--- src/rtl/pfc_sup_pkg.sv ---
package pfc_sup_pkg;
  typedef enum logic [2:0] {
    ST_LOCKOUT  = 3'd0,
    ST_WAIT     = 3'd1,
    ST_UVP      = 3'd2,
    ST_RUN      = 3'd3,
    ST_SHUTDOWN = 3'd4
  } sup_state_e;
endpackage

--- src/rtl/pfc_sup_timer.sv ---
module pfc_sup_timer #(
  parameter int unsigned WAIT_CYCLES = 22500
) (
  input  logic clk_i,
  input  logic rst_ni,
  input  logic run_i,
  output logic done_o
);
  localparam int unsigned CW = $clog2(WAIT_CYCLES + 1);
  localparam logic [CW-1:0] LAST = CW'(WAIT_CYCLES - 1);

  logic [CW-1:0] cnt_q;

  always_ff @(posedge clk_i or negedge rst_ni) begin
    if (!rst_ni)    cnt_q <= '0;
    else if (!run_i) cnt_q <= '0;
    else if (cnt_q != LAST) cnt_q <= cnt_q + 1'b1;
  end

  assign done_o = run_i && (cnt_q == LAST);

  a_r3_cnt_bound: assert property (@(posedge clk_i) disable iff (!rst_ni)
    cnt_q < CW'(WAIT_CYCLES));
  a_r3_cnt_clear: assert property (@(posedge clk_i) disable iff (!rst_ni)
    !run_i |=> cnt_q == '0);
endmodule

--- src/rtl/pfc_sup_ovp.sv ---
module pfc_sup_ovp (
  input  logic clk_i,
  input  logic rst_ni,
  input  logic active_i,
  input  logic trip_i,
  input  logic rel_i,
  input  logic clamp_i,
  output logic block_o
);
  logic dyn_q;

  always_ff @(posedge clk_i or negedge rst_ni) begin
    if (!rst_ni)        dyn_q <= 1'b0;
    else if (!active_i) dyn_q <= 1'b0;
    else if (trip_i)    dyn_q <= 1'b1;
    else if (rel_i)     dyn_q <= 1'b0;
  end

  // static path is deliberately combinational
  assign block_o = dyn_q || clamp_i;

  a_r7_hold: assert property (@(posedge clk_i) disable iff (!rst_ni)
    (dyn_q && active_i && !rel_i) |=> dyn_q);
  a_r7_set: assert property (@(posedge clk_i) disable iff (!rst_ni)
    (active_i && trip_i) |=> dyn_q);
endmodule

--- src/rtl/pfc_sup_fsm.sv ---
module pfc_sup_fsm
  import pfc_sup_pkg::*;
(
  input  logic       clk_i,
  input  logic       rst_ni,
  input  logic       vcc_on_i,
  input  logic       vcc_off_i,
  input  logic       fb_uvp_i,
  input  logic       shutdown_i,
  input  logic       wait_done_i,
  output sup_state_e state_o,
  output logic       preset_o
);
  sup_state_e state_q, state_d;
  logic preset_q;

  always_comb begin
    state_d = state_q;
    if (vcc_off_i) begin
      state_d = ST_LOCKOUT;
    end else if (shutdown_i && state_q != ST_LOCKOUT) begin
      state_d = ST_SHUTDOWN;
    end else begin
      unique case (state_q)
        ST_LOCKOUT:  if (vcc_on_i) state_d = ST_WAIT;
        ST_WAIT:     if (wait_done_i) state_d = fb_uvp_i ? ST_UVP : ST_RUN;
        ST_UVP:      if (!fb_uvp_i) state_d = ST_RUN;
        ST_RUN:      if (fb_uvp_i) state_d = ST_UVP;
        ST_SHUTDOWN: state_d = ST_WAIT;
        default:     state_d = ST_LOCKOUT;
      endcase
    end
  end

  always_ff @(posedge clk_i or negedge rst_ni) begin
    if (!rst_ni) begin
      state_q  <= ST_LOCKOUT;
      preset_q <= 1'b0;
    end else begin
      state_q  <= state_d;
      preset_q <= (state_d == ST_RUN) && (state_q != ST_RUN);
    end
  end

  assign state_o  = state_q;
  assign preset_o = preset_q;

  a_r10_lockout_first: assert property (@(posedge clk_i) disable iff (!rst_ni)
    vcc_off_i |=> state_q == ST_LOCKOUT);
  a_r9_shutdown_entry: assert property (@(posedge clk_i) disable iff (!rst_ni)
    (!vcc_off_i && shutdown_i && state_q != ST_LOCKOUT) |=> state_q == ST_SHUTDOWN);
  a_r2_stay_locked: assert property (@(posedge clk_i) disable iff (!rst_ni)
    (state_q == ST_LOCKOUT && !vcc_on_i) |=> state_q == ST_LOCKOUT);
endmodule

--- src/rtl/pfc_supervisor.sv ---
module pfc_supervisor
  import pfc_sup_pkg::*;
#(
  parameter int unsigned WAIT_CYCLES = 22500
) (
  input  logic       clk_i,
  input  logic       rst_ni,
  input  logic       vcc_on_i,
  input  logic       vcc_off_i,
  input  logic       fb_uvp_i,
  input  logic       isink_trip_i,
  input  logic       isink_rel_i,
  input  logic       ctrl_clamp_i,
  input  logic       shutdown_i,
  output logic       ea_en_o,
  output logic       drv_en_o,
  output logic       wdog_en_o,
  output logic       ctrl_preset_o,
  output logic [2:0] state_o
);
  sup_state_e state;
  logic wait_done, ovp_block, running;

  pfc_sup_timer #(.WAIT_CYCLES(WAIT_CYCLES)) u_timer (
    .clk_i  (clk_i),
    .rst_ni (rst_ni),
    .run_i  (state == ST_WAIT),
    .done_o (wait_done)
  );

  pfc_sup_fsm u_fsm (
    .clk_i       (clk_i),
    .rst_ni      (rst_ni),
    .vcc_on_i    (vcc_on_i),
    .vcc_off_i   (vcc_off_i),
    .fb_uvp_i    (fb_uvp_i),
    .shutdown_i  (shutdown_i),
    .wait_done_i (wait_done),
    .state_o     (state),
    .preset_o    (ctrl_preset_o)
  );

  assign running = (state == ST_RUN);

  pfc_sup_ovp u_ovp (
    .clk_i   (clk_i),
    .rst_ni  (rst_ni),
    .active_i(running),
    .trip_i  (isink_trip_i),
    .rel_i   (isink_rel_i),
    .clamp_i (ctrl_clamp_i),
    .block_o (ovp_block)
  );

  assign ea_en_o   = running;
  assign drv_en_o  = running && !ovp_block;
  assign wdog_en_o = running && !ovp_block;
  assign state_o   = state;

  a_r8_static_ovp: assert property (@(posedge clk_i) disable iff (!rst_ni)
    ctrl_clamp_i |-> !drv_en_o && !wdog_en_o);
  a_r5_uvp_quiet: assert property (@(posedge clk_i) disable iff (!rst_ni)
    (state_o == 3'd2) |-> !ea_en_o && !drv_en_o && !wdog_en_o);
  a_r6_preset_on_rise: assert property (@(posedge clk_i) disable iff (!rst_ni)
    $rose(ea_en_o) |-> ctrl_preset_o);
  a_r6_preset_single: assert property (@(posedge clk_i) disable iff (!rst_ni)
    ctrl_preset_o |=> !ctrl_preset_o);
endmodule

--- config.mk ---
export PLATFORM = sky130hd
export DESIGN_NAME = pfc_supervisor
export DESIGN_NICKNAME = d
export VERILOG_FILES = /design/src/rtl/pfc_sup_pkg.sv /design/src/rtl/pfc_sup_timer.sv /design/src/rtl/pfc_sup_ovp.sv /design/src/rtl/pfc_sup_fsm.sv /design/src/rtl/pfc_supervisor.sv
export SDC_FILE = /design/constraint.sdc
export NUM_CORES = 1
export LEC_CHECK = 0
export ABC_CLOCK_PERIOD_IN_PS = 1700
export CAP_MARGIN = 20
export CORE_ASPECT_RATIO = 0.7
export CORE_MARGIN = 3
export CORE_UTILIZATION = 38
export DETAILED_ROUTE_END_ITERATION = 8
export DONT_BUFFER_PORTS = 1
export GPL_TIMING_DRIVEN = 0
export PLACE_DENSITY = 0.53
export SYNTH_ARGS = -nofsm -noshare
export SYNTH_HDL_FRONTEND = slang
export SYNTH_SLANG_ARGS = --single-unit
--- constraint.sdc ---
create_clock -name clk_i -period 1.7 [get_ports clk_i]
set_input_delay 0.34 -clock clk_i [delete_from_list [all_inputs] [get_ports clk_i]]
set_output_delay 0.34 -clock clk_i [all_outputs]
set_load 0.01 [all_outputs]
Yosys cells after proc, flatten, opt, wreduce, memory -nomap -nowiden
Index checks and enable logic that the tools add are counted.
Cells by class
  $add $sub $neg: 1
  eq/ne operators: 10
  muxes and demuxes: 13
  reduce and logical (&&, ||, !) cells: 8
Operator list (number)
  $mux W15: 2
  $mux W3: 6
  $add A15 B1 Y15 const B: 1
  $eq A15 B15 Y1 const B: 1
  $ne A15 B15 Y1 const B: 1
  $pmux W3 S5: 1
  $eq A3 B2 Y1 const B: 3
  $logic_and A1 B1 Y1: 4
  $mux W1: 4
  $eq A3 B1 Y1 const B: 1
  $eq A3 B3 Y1 const B: 1
  $logic_not A3 Y1: 1
  $ne A3 B2 Y1 const B: 1
  $ne A3 B3 Y1 const B: 1
  $reduce_bool A3 Y1: 1
  $ne A2 B2 Y1 const B: 1
  $logic_not A1 Y1: 1
  $logic_or A1 B1 Y1: 1
Word-level totals
  register bits after elaboration: 20
  input bits: 9
  output and inout bits: 7
  word-level logic and storage cells: 36

Depth between registers and ports, before layout
Gate-level depths: netlist of run 1.
  depth in word-level cells: 8
  mapped depth: 5
  gate-level depth less buffers: 5

Cells and area by module
From an unflattened synthesis of run 1, not the netlist that was laid out.
Unflattened totals
  cells, all modules: 106
  area total of the unflattened synthesis: 1079.8 um2
Modules (own cells, without submodules)
  pfc_sup_timer: instances 1, cells each 82, area each 817.0 um2, sequential area each 375.4 um2
  pfc_sup_fsm: instances 1, cells each 16, area each 172.7 um2, sequential area each 100.1 um2
  pfc_sup_ovp: instances 1, cells each 4, area each 52.6 um2, sequential area each 25.0 um2
  pfc_supervisor: instances 1, cells each 4, area each 37.5 um2, sequential area each 0.0 um2

Worst setup path before layout of run 1
OpenSTA, ideal clock, no wires.
  path type: register -> register
  start point: register u_timer.cnt_q[2]
  end point: register u_timer.cnt_q[2]
  library setup time: 0.124 ns
  data arrival time: 1.556 ns
  required time: 1.576 ns
  slack: 0.019 ns
  cell stages (with the launch flop): 5
  path buffers: 0
  clock period less this slack: 1.681 ns
  cells stage by stage: dfrtp_1 or4b_4 nor4_4 or3b_2 a21oi_1
Between the ends
  word-level cells in the longest chain between the ends: 3
  elaborated cells on any way between the ends: 5
  classes of those cells: 1 x add/sub; 2 x eq/ne; 2 x mux
Ends and longest elaborated chain
  start: declaration: line pfc_sup_timer.sv:12  | logic [CW-1:0] cnt_q;
  start signal: assignment: line pfc_sup_timer.sv:17  | else if (cnt_q != LAST) cnt_q <= cnt_q + 1'b1;
  $add A15 B1 Y15: line pfc_sup_timer.sv:17
  $mux W15: line pfc_sup_timer.sv:17
  $mux W15: line pfc_sup_timer.sv:16  | else if (!run_i) cnt_q <= '0;
Parallel ways exist; a longest one is shown, timed or not. The select of a mux whose other input is x is not followed.
A chain may end at the register's enable or synchronous reset.

Worst setup path in the final report of run 1
  start point: register u_fsm.state_q[0], in the netlist u_fsm.state_o[0]
  end point: output port wdog_en_o
Between the ends
  word-level cells in the longest chain between the ends: 2
Ends and longest elaborated chain
  start: declaration: line pfc_sup_fsm.sv:14  | sup_state_e state_q, state_d;
  start signal: assignment: line pfc_sup_fsm.sv:40  | state_q <= state_d;
  $eq A3 B2 Y1: line pfc_supervisor.sv:43  | assign running = (state == ST_RUN);
  $logic_and A1 B1 Y1
  end: declaration: line pfc_supervisor.sv:17  | output logic wdog_en_o,
Every way passes these cells.

==> results.cfg, run 1 <==
[route]
drc_errors = 0
dr_total_vias = 821
viasPerCell = 5.44
wl_per_cell_um = 14.1
ant_nets = 0
drt_iter0_drc = 29
first_pass_iters = 5
wl_um = 2130

[timing]
relSlewSlack = 0.404
worst_slew_pin_slew_ns = 0.892
final.setup.worst_slack_ns = -0.0200
slew_viol_final = 0
finalCritPeriodShare = 1.01
rsz0062_at_grt = true
skew_ns = 0.00272
finalCriticalPeriod_ns = 1.72
max_freq_mhz = 581
setup_viol = 2
hold_viol = 0
hold_ws_ns = 0.137

[global_routing]
grt_pass1_vias = 825
grt_max_degree = 21
antenna_found_initial = 0
track_usage = 0.155
grt_overflow = 0
grt_first_pass_wirelength_um = 3970

[cells_and_area]
stdcell_count = 151
synthToLayoutAreaGrowth_pct = 19.8
layout-drive-gt1-share = 0.231
final_area_um2 = 1240
diodes = 0
nets = 128

[floorplanning]
ioPinCount = 16
die_w_um = 68.4
coreArea_um2 = 2530
design.die.area_um2 = 3400
fp.dieH_um = 49.7
start_util = 0.409
rows = 15

[setup_path]
cp_max_fo = 9
rrSetupSlack_ns = -0.01
slowest_stage = dfrtp_1
path_class = flop to output pin
critPathLaunchType = flop
timing.rr.start = u_timer.cnt_q[4]
crit_path_end_kind = output pin
worstPathRequired_ns = 1.36
worstRegToRegCells = 6
reg2reg_to = u_timer.cnt_q[1]
cp_cell_sequence = buf_8 > nand3b_1 > nor3_4 > buf_6
arrival_ns = 1.38
cp_slowest_stage_delay_ns = 0.44

[synth]
synth_edf_count = 0
synth.area.top_cells = dfrtp_1, xor2_1, nor2_1
syn_area_um2 = 1040
synth_seq_cells = 20
yosysTopAreaCell = dfrtp_1
synth_top_area_frac = 0.483
synth_common_cells = dfrtp_1, nor2_1, nand3_1, nand2_1, xor2_1
syn_nets = 115
yosysMostFrequentCell = dfrtp_1
async_reset_ff_frac = 1.00
synth.distinct_cells = 34
syn_area_per_cell_um2 = 9.88
synth_flop_cell = dfrtp_1
syn-instance-count = 105
yosysSeqAreaShare = 0.483
yosysWarnings = 0

[min_path]
min_from = shutdown_i
min_path_cells = 1
holdPathEnd = u_fsm.state_o[1]
holdCritPathClass = input port to flop

[placement]
portBuffers = 0
post_dp_cell_area_um2 = 1080
place_congestion = 0.747
place_hpwl_um = 1480
dp_cells = 139

[power_and_ir_drop]
pwr_density_cell_nw_per_um2 = 778
peakVddDrop_uv = 445
p_leak_nw = 0.519
p_total_w = 0.000967

[clock_network]
cts.clk_slew.worst_paths_ns = 0.07
clockRootBuffer = clkbuf_8
htree_levels = 1
cts-buffers-inserted = 3
clk_latency_ns = 0.26
clockBufferDepth = 2
tritoncts = built
clock_sinks = 20

[run_status]
violations = negative setup slack
status = finished with violations

[job]
cap_violations = 0
-- worst max-delay path: cells and delay by family (launching register included) --
family	cells	cell delay, ns
buffers and inverters	2	0.30
DFF	1	0.44
and+or+nand+nor	2	0.39
-- cell type report --
cell class,instances,area (um2)
tap,34,42.5
sequential,20,503
inverter,2,7.51
clock buffer,4,55.1
fill,252,1290
buffer,3,30.0
timing repair buffer,8,62.6
multi-input combinational,80,542
-- logic make-up after synthesis --
group,after synthesis,share of synthesized area
and+or+nand+nor,55,0.317
DFF,20,0.483
AOI/OAI and AO/OA,14,0.0820
xor gates and xnor gates,10,0.0844
buffers and inverters,5,0.0217
adders and majority gates,1,0.0121
-- placed cells by master, fill, tap and decap left out, types with 3 or more instances in the layout --
master	instances
buf_4	7
clkbuf_8	4
nand3_1	8
nor2_1	14
xnor2_1	3
nand2_1	6
dfrtp_1	18
nand4_1	3
a21oi_1	5
xor2_1	6
-- what timing repair did --
action                     in CTS  in global routing
resized for setup               9                  5
buffers inserted                6                  1
pin swaps                       4                  3
setup endpoints to repair       9                  8
hold endpoints to repair       20                  0
hold buffers                    1                  0
-- metal layers --
| metal | track usage | vias to the layer above | routed length [um] |
|---|---|---|---|
| met5 | 0 | - | 0 |
| met4 | 0.0297 | 0 | 23 |
| met3 | 0.0592 | 4 | 95 |
| met2 | 0.227 | 19 | 955 |
| met1 | 0.218 | 397 | 1050 |
| li1 | - | 401 | - |
-- worst max path at each step --
stage,to,slack (ns),startpoint,depth (start not counted)
6_report,wdog_en_o,-0.02,u_fsm.state_o[0],4
5_1_grt,u_fsm.state_o[1],-0.11,u_timer.cnt_q[4],5
4_1_cts,wdog_en_o,-0.04,u_fsm.state_o[0],4
3_5_place_dp,u_fsm.state_o[1],-0.15,u_timer.cnt_q[2],4
3_3_place_gp,u_fsm.preset_o,-0.15,u_timer.cnt_q[2],4
2_1_floorplan,u_timer.cnt_q[2],0.02,u_timer.cnt_q[2],4
-- metrics by stage --
stage          setup WS (ns)   util  setup TNS [ns]
2_1_floorplan         0.0195      -               0
3_3_place_gp          -0.149  0.426          -0.797
3_5_place_dp          -0.146  0.426          -0.813
4_1_cts              -0.0441  0.482         -0.0530
5_1_grt               -0.110  0.490          -0.776
6_report             -0.0200  0.490         -0.0289
-- state kept, by name, indices dropped and copies added, names as in the netlist --
name,flops
u_fsm.state_o,3
u_fsm.preset_o,1
u_ovp.dyn_q,1
u_timer.cnt_q,15
-- power by group --
part | switching [W] | total [W] | internal, W
clock network | 0.000150 | 0.000356 | 0.000206
logic | 0.0000572 | 0.0000967 | 0.0000394
registers | 0.0000246 | 0.000514 | 0.000489
total | 0.000232 | 0.000967 | 0.000735
No activity file was read; power rests on OpenSTA's default activity.
==> run 2, diff against run 1 <==
PLACE_DENSITY = 0.65   (was 0.53)
SETUP_SLACK_MARGIN = 0.1   (was default)
==> results.cfg, run 2 (synthesis gave the netlist of run 1 again) <==
[route]
drt_iter0_drc = 64
dr_total_vias = 861
wl_um = 2410
first_pass_iters = 4
ant_nets = 0
drc_errors = 0
wl_per_cell_um = 15.6
viasPerCell = 5.55

[timing]
hold_ws_ns = 0.145
hold_viol = 0
worst_slew_pin_slew_ns = 0.889
max_freq_mhz = 574
relSlewSlack = 0.405
skew_ns = 0.00469
finalCriticalPeriod_ns = 1.74
finalCritPeriodShare = 1.02
final.setup.worst_slack_ns = -0.0407
slew_viol_final = 0
setup_viol = 5
rsz0062_at_grt = true

[setup_path]
critPathCapture = u_timer.cnt_q[1]
cp_cell_sequence = or4bb_4 > nor4_4 > buf_6 > buf_4 > nand3_2 > o21ai_1
rrSetupSlack_ns = -0.04
cp_max_fo = 7
path_class = flop to flop
reg2reg_to = u_timer.cnt_q[1]
timing.rr.start = u_timer.cnt_q[10]
crit_path_end_kind = flop
critPathLaunchType = flop
slowest_stage = or4bb_4
worstPathRequired_ns = 1.88
worstRegToRegCells = 6
cp-startpoint = u_timer.cnt_q[10]
cp_slowest_stage_delay_ns = 0.56
arrival_ns = 1.92

[global_routing]
antenna_found_initial = 0
grt_pass1_vias = 809
grt_max_degree = 21
track_usage = 0.160
gr-usage-met3 = 0.0342
gr-usage-met2 = 0.231
grt-busiest-layer = met2
grt_first_pass_wirelength_um = 4050
grt_overflow = 0
use_met1 = 0.225

[clock_network]
clockBufferDepth = 2
htree_levels = 1
cts.clk_slew.worst_paths_ns = 0.07
clk_latency_ns = 0.25
clock_sinks = 20
cts-buffers-inserted = 3
clockRootBuffer = clkbuf_8
tritoncts = built

[power_and_ir_drop]
p_total_w = 0.000927
p_leak_nw = 0.562
peakVddDrop_uv = 323
pwr_density_cell_nw_per_um2 = 707

[cells_and_area]
seq_area_um2 = 504
mostFrequentLayoutCell = dfrtp_1
synthToLayoutAreaGrowth_pct = 26.4
nets = 133
final_cell_mix = dfrtp_1, nor2_1, buf_4, nand3_1
fin_util = 0.518
stdcell_count = 155
diodes = 0
top_register = u_timer.cnt_q
fillers = 235
multi_input_area_um2 = 576
largest_reg_flops = 15
layout-drive-gt1-share = 0.298

[floorplanning]
die_w_um = 68.4
fp.dieH_um = 49.7
coreArea_um2 = 2530
rows = 15
design.die.area_um2 = 3400
start_util = 0.409
ioPinCount = 16

[placement]
place_congestion = 0.811
portBuffers = 0
place_hpwl_um = 1540
post-place-ws_ns = -0.125
dp_cells = 139

[run_status]
status = finished with violations
violations = negative setup slack

[job]
cap_violations = 0

[min_path]
holdCritPathClass = input port to flop
[run 2: worst max-delay path: cells and delay by family (launching register included)]
kind	cells	cell delay [ns]
buffers and inverters	2	0.29
AOI/OAI and AO/OA	1	0.08
and+or+nand+nor	3	0.91
DFF	1	0.39
[run 2: repair_timing]
item,4_1_cts,5_1_grt
setup buffers,5,7
endpoints found under the hold margin,20,0
pin swaps,5,5
cloned,0,0
gates resized for setup,16,8
setup endpoints to repair,11,10
hold buffers,1,0
[run 2: stage by stage]
step / setup TNS [ns] / instance area (um2)
global route: -0.661 / 1310
finish: -0.128 / 1310
CTS: -0.0824 / 1230
global placement: -0.334 / 1080
floorplan: 0 / 1040
detailed placement: -0.445 / 1080
[run 2: metal layers]
layer  vias up  wire [um]
met5         -          0
met4         0         61
li1        409          -
met1       429       1110
met3         6         77
met2        17       1170
[run 2: final cells by class]
type	count	share of cell area
Buffer	3	0.0229
Multi-Input combinational cell	80	0.439
Tap cell	34	0.0324
Sequential cell	20	0.385
Clock buffer	3	0.0315
Timing Repair Buffer	13	0.0821
Inverter	2	0.00763
[run 2: worst min path at each step]
stage	endpoint	depth (start not counted)	from	slack [ns]
6_report	u_fsm.state_o[2]	1	vcc_off_i	0.14
5_1_grt	u_fsm.state_o[1]	1	shutdown_i	0.13
4_1_cts	u_fsm.state_o[1]	1	shutdown_i	0.13
3_5_place_dp	u_timer.cnt_q[10]	0	rst_ni	0.04
3_3_place_gp	u_timer.cnt_q[10]	0	rst_ni	0.04
2_1_floorplan	u_fsm.preset_o	0	rst_ni	0.04
[run 2: power breakdown]
part / total (W) / switching [W] / internal (W) / leakage, nW
registers: 0.000513 / 0.0000226 / 0.000490 / 0.272
logic: 0.000118 / 0.0000690 / 0.0000495 / 0.268
clock network: 0.000296 / 0.000138 / 0.000157 / 0.0216
